### src/rtl/spi_tgen_pkg.sv
package spi_tgen_pkg;

    typedef enum logic [2:0] {
        ST_IDLE   = 3'd0,
        ST_LEAD   = 3'd1,
        ST_FIRST  = 3'd2,
        ST_SECOND = 3'd3,
        ST_TRAIL  = 3'd4,
        ST_GAP    = 3'd5
    } tgen_st_e;

endpackage

### src/rtl/spi_tgen_delay.sv
module spi_tgen_delay #(
    parameter int DLY_W = 3
) (
    input  logic             clk,
    input  logic             rst_n,
    input  logic             pulse_in,
    input  logic [DLY_W-1:0] tick,
    output logic             pulse_out
);
    localparam int DMAX = (1 << DLY_W) - 1;

    logic [DMAX-1:0] sr_d, sr_q;

    generate
        if (DMAX > 1) begin : g_multi
            always_comb sr_d = {sr_q[DMAX-2:0], pulse_in};
        end else begin : g_single
            always_comb sr_d = pulse_in;
        end
    endgenerate

    always_comb begin
        if (tick == '0) pulse_out = pulse_in;
        else            pulse_out = sr_q[DLY_W'(tick - 1'b1)];
    end

    always_ff @(posedge clk or negedge rst_n) begin
        if (!rst_n) sr_q <= '0;
        else        sr_q <= sr_d;
    end
endmodule

### src/rtl/spi_tgen_seq.sv
module spi_tgen_seq #(
    parameter int CNT_W  = 16,
    parameter int GAP_W  = 8,
    parameter int BITS_W = 8
) (
    input  logic              clk,
    input  logic              rst_n,
    input  logic              start,
    input  logic [BITS_W-1:0] burst_bits_m1,
    input  logic [CNT_W-1:0]  sck_hi_m1,
    input  logic [CNT_W-1:0]  sck_lo_m1,
    input  logic [CNT_W-1:0]  cs_lead_m1,
    input  logic [CNT_W-1:0]  cs_trail_m1,
    input  logic [GAP_W-1:0]  cs_gap_m1,
    input  logic              cpol,
    output logic              sck_o,
    output logic              cs_act_o,
    output logic              lead_o,
    output logic              trail_o,
    output logic              phase_o
);
    import spi_tgen_pkg::*;

    typedef struct packed {
        tgen_st_e          st;
        logic [CNT_W-1:0]  cnt;
        logic [BITS_W-1:0] bits;
        logic              sck;
        logic              cs;
        logic              lead;
        logic              trail;
        logic              phase;
    } seq_s;

    localparam seq_s SEQ_RST = '0;

    seq_s q, d;
    logic [CNT_W-1:0] first_len, second_len;
    logic             cnt_zero;

    always_comb begin
        first_len  = cpol ? sck_lo_m1 : sck_hi_m1;
        second_len = cpol ? sck_hi_m1 : sck_lo_m1;
        cnt_zero   = (q.cnt == '0);

        d       = q;
        d.lead  = 1'b0;
        d.trail = 1'b0;
        d.cnt   = cnt_zero ? q.cnt : q.cnt - 1'b1;

        case (q.st)
            ST_IDLE: begin
                d.sck = cpol;
                d.cs  = 1'b0;
                if (start) begin
                    d.st   = ST_LEAD;
                    d.cnt  = cs_lead_m1;
                    d.bits = burst_bits_m1;
                    d.cs   = 1'b1;
                end
            end
            ST_LEAD: begin
                if (cnt_zero) begin
                    d.st   = ST_FIRST;
                    d.cnt  = first_len;
                    d.sck  = ~cpol;
                    d.lead = 1'b1;
                end
            end
            ST_FIRST: begin
                if (cnt_zero) begin
                    d.st    = ST_SECOND;
                    d.cnt   = second_len;
                    d.sck   = cpol;
                    d.trail = 1'b1;
                    d.phase = 1'b1;
                end
            end
            ST_SECOND: begin
                if (cnt_zero) begin
                    d.phase = 1'b0;
                    if (q.bits == '0) begin
                        d.st  = ST_TRAIL;
                        d.cnt = cs_trail_m1;
                    end else begin
                        d.bits = q.bits - 1'b1;
                        d.st   = ST_FIRST;
                        d.cnt  = first_len;
                        d.sck  = ~cpol;
                        d.lead = 1'b1;
                    end
                end
            end
            ST_TRAIL: begin
                if (cnt_zero) begin
                    d.st  = ST_GAP;
                    d.cnt = CNT_W'(cs_gap_m1);
                    d.cs  = 1'b0;
                end
            end
            ST_GAP: begin
                if (cnt_zero) d.st = ST_IDLE;
            end
            default: d = SEQ_RST;
        endcase
    end

    always_ff @(posedge clk or negedge rst_n) begin
        if (!rst_n) q <= SEQ_RST;
        else        q <= d;
    end

    assign sck_o    = (q.st == ST_IDLE) ? cpol : q.sck;
    assign cs_act_o = q.cs;
    assign lead_o   = q.lead;
    assign trail_o  = q.trail;
    assign phase_o  = q.phase;
endmodule

### src/rtl/spi_tgen.sv
module spi_tgen #(
    parameter int CNT_W  = 16,
    parameter int GAP_W  = 8,
    parameter int BITS_W = 8,
    parameter int DLY_W  = 3
) (
    input  logic              clk,
    input  logic              rst_n,
    input  logic              start,
    input  logic [BITS_W-1:0] burst_bits_m1,
    input  logic [CNT_W-1:0]  sck_hi_m1,
    input  logic [CNT_W-1:0]  sck_lo_m1,
    input  logic [CNT_W-1:0]  cs_lead_m1,
    input  logic [CNT_W-1:0]  cs_trail_m1,
    input  logic [GAP_W-1:0]  cs_gap_m1,
    input  logic              cpol,
    input  logic              cpha,
    input  logic              cs_active_high,
    input  logic              sample_swap,
    input  logic [DLY_W-1:0]  tick_delay,
    output logic              sck,
    output logic              cs,
    output logic              launch,
    output logic              sample,
    output logic              phase
);
    logic cs_act, lead, trail, raw_sample;

    spi_tgen_seq #(
        .CNT_W (CNT_W),
        .GAP_W (GAP_W),
        .BITS_W(BITS_W)
    ) u_seq (
        .clk          (clk),
        .rst_n        (rst_n),
        .start        (start),
        .burst_bits_m1(burst_bits_m1),
        .sck_hi_m1    (sck_hi_m1),
        .sck_lo_m1    (sck_lo_m1),
        .cs_lead_m1   (cs_lead_m1),
        .cs_trail_m1  (cs_trail_m1),
        .cs_gap_m1    (cs_gap_m1),
        .cpol         (cpol),
        .sck_o        (sck),
        .cs_act_o     (cs_act),
        .lead_o       (lead),
        .trail_o      (trail),
        .phase_o      (phase)
    );

    // data moves on the edge that cpha selects; capture uses the other one unless swapped
    assign launch     = cpha ? lead : trail;
    assign raw_sample = (cpha ^ sample_swap) ? trail : lead;
    assign cs         = cs_active_high ? cs_act : ~cs_act;

    spi_tgen_delay #(.DLY_W(DLY_W)) u_dly (
        .clk      (clk),
        .rst_n    (rst_n),
        .pulse_in (raw_sample),
        .tick     (tick_delay),
        .pulse_out(sample)
    );
endmodule

### config.mk
export PLATFORM = sky130hd
export DESIGN_NAME = spi_tgen
export DESIGN_NICKNAME = d
export VERILOG_FILES = /design/src/rtl/spi_tgen_pkg.sv /design/src/rtl/spi_tgen_delay.sv /design/src/rtl/spi_tgen_seq.sv /design/src/rtl/spi_tgen.sv
export SDC_FILE = /design/constraint.sdc
export NUM_CORES = 1
export LEC_CHECK = 0
export ABC_CLOCK_PERIOD_IN_PS = 2850
export BUFFER_PORTS_ARGS = -buffer_cell sky130_fd_sc_hd__buf_2
export CAP_MARGIN = 10
export CORE_MARGIN = 4
export CORE_UTILIZATION = 53
export DETAILED_ROUTE_END_ITERATION = 10
export PLACE_DENSITY = 0.81
export SETUP_SLACK_MARGIN = 0.2
export SYNTH_ARGS = -nofsm -noshare
export SYNTH_HDL_FRONTEND = slang
export SYNTH_SLANG_ARGS = --single-unit
export TNS_END_PERCENT = 50
### constraint.sdc
create_clock -name clk -period 2.85 [get_ports clk]
set_clock_uncertainty 0.1 [all_clocks]
set_input_delay 0.7125 -clock clk [delete_from_list [all_inputs] [get_ports clk]]
set_output_delay 0.7125 -clock clk [all_outputs]
set_load 0.05 [all_outputs]
==> results.yml, run 1 <==
floorplan:
  die_h_um: 87.4
  core_um2: 6030
  ioPinCount: 95
  die_w_um: 87.4
  die-area_um2: 7640
  start_util: 0.554
  num_rows: 28
timing:
  relSlewSlack: 0.400
  tightestPinTransition_ps: 900
  setup_violations: 1
  hold_viol_final: 0
  fmax_ghz: 0.348
  finalCritPeriodShare: 1.01
  rsz0062_at_grt: "yes"
  fin_ws_ps: -26.6
  slew_viol_final: 0
  final.min_clock_period_ps: 2880
route:
  first_pass_iters: 5
  postRouteAntennaNets: 0
  drc: 0
  drt-total-wl_um: 11100
  routed_via_density: 6.34
  wl_per_cell_um: 18.8
  dr.first_iter.drc_count: 403
  via_count: 3767
worst_hold_path:
  whs_path_depth: 0
  min_path_type: "register to register"
power_and_ir_drop:
  ir_drop_v: 0.000329
  power_w: 0.00187
  leakage_nw: 1.95
  power_per_cell_area_nw_per_um2: 441
layout:
  nNetsFinal: 614
  synthToLayoutAreaGrowth_pct: 27.2
  antenna_cells: 0
  drive_above_1_share: 0.320
  final_area_um2: 4250
placement:
  globalplace.congestion: 0.957
  dpl_cell_area_um2: 4040
  port_buffers: 94
  dp_hpwl_um: 8350
synthesis:
  synth_area_um2: 3340
  synth_top_area_frac: 0.292
  syn-num-nets: 503
  synth_area_leaders: "dfrtp_1 29%, mux2i_1 6.3%, nand2_1 6.1%, a21oi_1 4.3%, a22o_1 3.9%"
  synth_cells: 407
  ys_types: 61
  yosysSeqAreaShare: 0.292
  synth-async-reset-ratio: 1.00
  synth-seq-cells: 39
  synthFlopType: "dfrtp_1"
  postSynthAreaPerCell_um2: 8.21
  yosysTopAreaCell: "dfrtp_1"
  yosysWarnings: 0
  synth-edff-count: 0
clock_network:
  cts_tree: "yes"
  cts_max_path_buffers: 2
  cts_root_buf: "clkbuf_8"
  clkLatencyLatePin_ps: 300
  htreeDepth: 2
  cts_buffers: 5
  clkSlewWorstSetupHoldPaths_ps: 90
  clock-sinks: 39
critical_path:
  crit_path_start: "tick_delay[0]"
  critPathMaxFanout: 3
  timing.rr.end: "u_seq.q[20]"
  worstPathRequired_ps: 2040
  endpoint: "sample"
  startpoint_type: "input pin"
  crit_arrival_ps: 2060
  cp-end-kind: "primary output"
  path_class: "input pin to primary output"
  reg2reg_slack_ps: 300
  reg2reg_from: "u_seq.q[13]"
  worst-r2r-cell-count: 9
grt:
  grt_pass1_vias: 3576
  grt_usage: 0.293
  grt_pass1_wl_um: 17400
  overflow: 0
  antenna_found_initial: 1
  grt_max_degree: 40
flow_run:
  maxCapViolations: 0
outcome:
  violations: "negative setup slack"
  outcome: "finished with violations"
==> Yosys cell counts, drive strengths merged, types with 7 or more instances <==
cell    count
nor3       17
a22oi      17
inv        10
xor2        7
nor2       24
nor4        8
xnor2       7
dfrtp      39
a22o       15
a21oi      30
mux2i      21
clkbuf     21
nand2      54
o21ai      26
mux2        7
o211ai     17
nand3       7
==> worst max-delay path, stage by stage <==
cell and delay [ps]:
buf_8 90, inv_6 30, ha_4 270, mux4_2 310, mux2i_1 160, nor2_1 70, a211oi_2 210, a21oi_4 50
buf_6 160
==> layout by cell type (no fill, tap or decap), types with 3 or more instances in the layout <==
cell / synthesis / routed
xnor2_1: 7 / 7
ha_1: 6 / 5
nand2_1: 54 / 54
buf_4: 0 / 35
a22oi_1: 17 / 17
nor2_1: 23 / 23
nand3_1: 7 / 7
nor2b_1: 4 / 4
a22o_1: 15 / 15
inv_1: 10 / 7
nand2b_1: 4 / 4
xor2_1: 7 / 7
o211ai_1: 17 / 17
nor4_1: 6 / 6
o22ai_1: 4 / 4
mux2i_1: 21 / 20
buf_2: 0 / 91
o21ai_0: 23 / 22
a211oi_1: 5 / 4
a21oi_1: 29 / 28
mux2_2: 7 / 7
and3_1: 4 / 4
o31ai_1: 3 / 3
clkbuf_8: 0 / 5
o21ai_1: 3 / 3
nor3b_1: 4 / 4
nand4_1: 3 / 3
and2_1: 5 / 5
nor3_1: 16 / 16
dfrtp_1: 39 / 37
==> cells by family (layout without fill, tap and decap cells) <==
| group | Yosys count | count (layout) | synth area share |
|---|---|---|---|
| compound gates | 137 | 137 | 0.277 |
| mux | 29 | 29 | 0.0933 |
| buf+inv | 35 | 147 | 0.0464 |
| fa+ha+maj | 6 | 6 | 0.0225 |
| xor+xnor | 14 | 14 | 0.0367 |
| simple gates | 147 | 147 | 0.232 |
| flops | 39 | 39 | 0.292 |
==> through the flow <==
step                setup WS, ps  setup TNS (ps)  hold slack [ps]  std cells  utilization
floorplan                    219               0              249        407            -
global placement           -69.1           -69.1              265        580        0.671
detailed placement          -152            -152              267        580        0.671
CTS                        -65.7           -65.7              295        593        0.700
global route                -104            -104              308        594        0.705
finish                     -26.6           -26.6              293        594        0.705
==> cell type report <==
type	instances	area, µm²
multi-input cells	333	2260
fillers	483	1780
flip-flops and latches	39	978
repair buffers	129	756
well taps	75	93.8
clock buffers	5	68.8
clock inverters	3	46.3
inverters	10	42.5
==> power breakdown <==
part	internal [W]	total, W	switching (W)
Combinational	0.000291	0.000597	0.000306
Clock	0.000264	0.000496	0.000232
Sequential	0.000645	0.000780	0.000136
Total	0.00120	0.00187	0.000674
==> routing by layer <==
metal	vias to the layer above	routed length (µm)	track usage
met4	2	212	0.0879
met5	-	13	0
met2	215	5330	0.479
met1	1764	4500	0.377
li1	1761	-	-
met3	25	1090	0.0766
==> how the worst min path moves through the flow <==
| stage | startpoint | to | slack, ps |
|---|---|---|---|
| floorplan | u_dly.sr_q[1] | u_dly.sr_q[2] | 250 |
| global placement | u_dly.sr_q[5] | u_dly.sr_q[6] | 260 |
| detailed placement | u_dly.sr_q[1] | u_dly.sr_q[2] | 270 |
| CTS | u_dly.sr_q[3] | u_dly.sr_q[4] | 300 |
| global route | u_dly.sr_q[2] | u_dly.sr_q[3] | 310 |
| finish | u_dly.sr_q[0] | u_dly.sr_q[1] | 290 |
==> sequential cells by signal (all words and copies together), names as in the netlist <==
register	flops
u_seq.trail_o	1
u_seq.phase_o	1
u_seq.q	28
u_seq.cs_act_o	1
u_dly.sr_q	7
u_seq.lead_o	1
==> repair_timing <==
action | 4_1_cts | 5_1_grt
pin swaps | 4 | 4
buffers inserted | 5 | 1
resized for setup | 7 | 8
hold buffers | 0 | 0
cloned | 0 | 0
endpoints found under the setup margin | 1 | 14
Note: power is estimated with default switching activity, not from simulation.
==> run 2: changes to the inputs <==
- CAP_MARGIN: 10 -> default
- PLACE_DENSITY: 0.81 -> default
- PLACE_DENSITY_LB_ADDON: default -> 0.3
==> run 2 against run 1 <==
The run still ends with negative setup slack left. Clock power shrank 21%. Via count grew 3.2%. Sequential share of layout area shrank 0.15 points. Sequential power grew 2%. Cell area grew 0.77%. Routed wire length grew 1.4%. Critical path type unchanged. Critical endpoint unchanged.
==> results.yml, run 2 (synthesis gave the netlist of run 1 again) <==
route:
  wl_per_cell_um: 18.9
  drc: 0
  drt-total-wl_um: 11300
  dr_wl_met3_um: 1270
  first_pass_iters: 6
  dr.first_iter.drc_count: 532
  top_layer_used: "met4"
  wl_met2_um: 5060
  met1_length_um: 4580
  via_count: 3886
  postRouteAntennaNets: 0
  routed_via_density: 6.50
worst_hold_path:
  min_path_type: "register to register"
timing:
  rsz0062_at_grt: "yes"
  slew_viol_final: 0
  finalCritPeriodShare: 1.03
  relSlewSlack: 0.380
  setup_violations: 1
  hold_viol_final: 0
  tns_ps: -73.6
  fin_ws_ps: -73.6
  hold_ws_ps: 282
  final.min_clock_period_ps: 2920
  fmax_ghz: 0.342
  tightestPinTransition_ps: 930
clock_network:
  htreeDepth: 2
  cts_max_path_buffers: 2
  clock-sinks: 39
  cts_tree: "yes"
  clkLatencyLatePin_ps: 300
  clkSlewWorstSetupHoldPaths_ps: 80
  cts_buffers: 5
  cts_root_buf: "clkbuf_8"
placement:
  pre_cts_ws_ps: -169
  dp_hpwl_um: 8080
  globalplace.congestion: 0.882
  port_buffers: 94
  dpl_cell_area_um2: 4060
critical_path:
  critPathMaxFanout: 3
  cp_slowest_stage_delay_ps: 310
  worstPathRequired_ps: 2040
  startpoint_type: "input pin"
  cp_slowest_cell: "mux4_2"
  path_class: "input pin to primary output"
  cp-end-kind: "primary output"
  crit_arrival_ps: 2110
  crit_chain: "buf_8 -> inv_6 -> ha_4 -> mux4_2 -> mux2i_1 -> nor2_1 -> a211oi_2 -> a21oi_4 -> buf_6"
grt:
  antenna_found_initial: 0
  grt_pass1_wl_um: 17100
  grt_usage: 0.285
  overflow: 0
  grt_max_degree: 40
  grt_pass1_vias: 3548
layout:
  top_register: "u_seq.q"
  final_area_um2: 4280
  largest_register_ff_count: 28
  nNetsFinal: 618
  layout_common_cells: "91 x buf_2, 54 x nand2_1, 38 x buf_4"
  antenna_cells: 0
  synthToLayoutAreaGrowth_pct: 28.2
  drive_above_1_share: 0.333
  final_common_cell: "buf_2"
  largestRegisters: "u_seq.q x28, u_dly.sr_q x7"
floorplan:
  ioPinCount: 95
  die-area_um2: 7640
  num_rows: 28
  die_w_um: 87.4
  start_util: 0.554
  die_h_um: 87.4
  core_um2: 6030
flow_run:
  maxCapViolations: 0
outcome:
  violations: "negative setup slack"
  outcome: "finished with violations"
power_and_ir_drop:
  power_w: 0.00182
  power_per_cell_area_nw_per_um2: 424
  leakage_nw: 1.96
  ir_drop_v: 0.000329
run 2: path summary, 6_finish.rpt:
| check | startpoint | to | slack, ps | cells past startpoint |
|---|---|---|---|---|
| worst max-delay path | tick_delay[0] | sample | -70 | 9 |
| worst min-delay path | u_dly.sr_q[1] | u_dly.sr_q[2] | 280 | 0 |
| worst max register to register | u_seq.q[14] | u_seq.q[20] | 210 | 9 |
| worst min register to register | u_dly.sr_q[1] | u_dly.sr_q[2] | 280 | 0 |
| max in group asynchronous | rst_n | u_seq.q[13] | 1570 | 1 |
| min in group asynchronous | rst_n | u_seq.q[9] | 450 | 1 |
run 2: what timing repair did:
item,4_1_cts,5_1_grt
endpoints found under the setup margin,9,17
hold buffers,0,0
pin swaps,3,7
hold endpoints to repair,0,0
setup buffers,3,6
resized for setup,9,9
run 2: layer usage:
metal,vias to the layer above,GRT usage
met5,-,0
met4,0,0.0976
met3,55,0.0520
met2,291,0.438
met1,1773,0.399
li1,1767,-
run 2: per-stage QoR:
stage / instances / utilization
detailed placement: 581 / 0.674
CTS: 592 / 0.699
floorplan: 407 / -
global placement: 581 / 0.674
finish: 598 / 0.711
global route: 598 / 0.711
run 2: area by class of cell:
class	count	area [µm²]
Multi-Input combinational cell	333	2280
Fill cell	485	1740
Sequential cell	39	980
Timing Repair Buffer	133	798
Tap cell	75	93.8
Clock buffer	5	68.8
Inverter	10	42.5
Clock inverter	3	20.0
run 2: worst max-delay path, delay by kind of cell:
kind / cells / cell delay (ps)
multiplexers: 2 / 440
AO/OA/AOI/OAI: 2 / 320
buffers and inverters: 3 / 290
adder cells (fa/ha/maj): 1 / 270
AND/OR/NAND/NOR: 1 / 70
run 2: power breakdown:
part,switching (W),internal [W],total (W)
Combinational,0.000319,0.000314,0.000633
Sequential,0.000148,0.000645,0.000792
Clock,0.000221,0.000171,0.000392
Total,0.000688,0.00113,0.00182
==> run 3: changes to the inputs <==
- SKIP_CTS_REPAIR_TIMING: default -> 1
==> run 3 against run 2 <==
Worst setup slack got worse by 25 ps. Cell area fell by 0.18%. Die area stayed put. The run still ends with negative setup slack left. Clock power about the same. Final cell count down 0.17%. Combinational power is 2% lower. Register-to-register slack improved by 20 ps. Critical endpoint unchanged.
==> results.yml, run 3 (synthesis gave the netlist of run 1 again) <==
outcome:
  outcome: "finished with violations"
  violations: "negative setup slack"
floorplan:
  start_util: 0.554
  die-area_um2: 7640
  num_rows: 28
  die_h_um: 87.4
  die_w_um: 87.4
  ioPinCount: 95
  core_um2: 6030
clock_network:
  cts_tree: "yes"
  clkSlewWorstSetupHoldPaths_ps: 80
  htreeDepth: 2
  clock-sinks: 39
  cts_buffers: 5
  cts_max_path_buffers: 2
  clkLatencyLatePin_ps: 300
  cts_root_buf: "clkbuf_8"
route:
  routed_via_density: 6.46
  drc: 0
  first_pass_iters: 5
  dr.first_iter.drc_count: 428
  via_count: 3857
  postRouteAntennaNets: 0
  wl_per_cell_um: 18.4
  drt-total-wl_um: 11000
layout:
  multiInputGateArea_um2: 2280
  synthToLayoutAreaGrowth_pct: 27.9
  fillerInstances: 484
  largest_register_ff_count: 28
  antenna_cells: 0
  fin_util: 0.709
  regArea_um2: 980
  drive_above_1_share: 0.331
  final_common_cell: "buf_2"
  top_register: "u_seq.q"
  nNetsFinal: 617
  layout.cells.non_filler: 597
  layout_common_cells: "91 x buf_2, 54 x nand2_1, 37 x buf_4"
  largestRegisters: "u_seq.q x28, u_dly.sr_q x7"
critical_path:
  critPathMaxFanout: 3
  crit_chain: "buf_8 -> inv_6 -> ha_4 -> mux4_2 -> mux2i_1 -> nor2_1 -> a211oi_2 -> a21oi_4 -> buf_6"
  startpoint_type: "input pin"
  cp_slowest_cell: "mux4_2"
  cp-end-kind: "primary output"
  cp_slowest_stage_delay_ps: 310
  crit_arrival_ps: 2140
  reg2reg_slack_ps: 230
  reg2reg_from: "u_seq.q[14]"
  path_class: "input pin to primary output"
  worstPathRequired_ps: 2040
  crit_path_start: "tick_delay[0]"
timing:
  finalCritPeriodShare: 1.03
  fmax_ghz: 0.339
  hold_viol_final: 0
  final.min_clock_period_ps: 2950
  relSlewSlack: 0.399
  setup_violations: 1
  slew_viol_final: 0
  fin_ws_ps: -98.5
  tns_ps: -98.5
  rsz0062_at_grt: "yes"
  tightestPinTransition_ps: 902
flow_run:
  maxCapViolations: 0
power_and_ir_drop:
  power_per_cell_area_nw_per_um2: 421
  ir_drop_v: 0.000341
  leakage_nw: 1.96
worst_hold_path:
  hold_path.startpoint: "u_dly.sr_q[2]"
  min_path_type: "register to register"
placement:
  dp_hpwl_um: 8080
  pre_cts_ws_ps: -169
  globalplace.congestion: 0.882
  numPlacedInstances: 581
  port_buffers: 94
grt:
  antenna_found_initial: 0
  overflow: 0
  grt_usage: 0.280
  grt_pass1_vias: 3521
  grt_max_degree: 40
  grt_pass1_wl_um: 16900
run 3: cell type report:
class | count | share of cell area
Inverter | 10 | 0.00995
Clock inverter | 3 | 0.00468
Multi-Input combinational cell | 333 | 0.533
Timing Repair Buffer | 132 | 0.185
Clock buffer | 5 | 0.0161
Sequential cell | 39 | 0.229
Tap cell | 75 | 0.0220
run 3: path summary, 6_finish.rpt:
| path | endpoint | cells after the start |
|---|---|---|
| setup / recovery | sample | 9 |
| hold / removal | u_dly.sr_q[3] | 0 |
| setup reg to reg | u_seq.q[20] | 9 |
| hold reg to reg | u_dly.sr_q[3] | 0 |
| max in group asynchronous | u_seq.q[13] | 1 |
| min in group asynchronous | u_seq.q[9] | 1 |
run 3: per-layer routing:
| layer | vias to the layer above | track usage | wire [µm] |
|---|---|---|---|
| met1 | 1797 | 0.395 | 4530 |
| li1 | 1764 | - | - |
| met4 | 0 | 0.0962 | 248 |
| met3 | 29 | 0.0426 | 1200 |
| met2 | 267 | 0.436 | 4990 |
| met5 | - | 0 | 0 |
run 3: stage by stage:
step,power [W],hold slack (ps),area (µm²)
after floorplan,0.00115,249,3370
after global placement,0.00133,265,4060
after detailed placement,0.00135,258,4060
after CTS,0.00174,277,4150
after global routing,0.00189,285,4270
final,0.00180,276,4270
run 3: where the power goes:
part           leakage, nW  total [W]  switching, W  internal (W)
Clock               0.0402   0.000389      0.000218      0.000171
Sequential           0.481   0.000789      0.000144      0.000645
Combinational         1.44   0.000621      0.000309      0.000312
Total                 1.96    0.00180      0.000671       0.00113
run 3: worst max-delay path, delay by kind of cell:
family,cells,cell delay [ps]
simple gates,1,60
buf+inv,3,280
fa+ha+maj,1,270
compound gates,2,360
mux,2,450
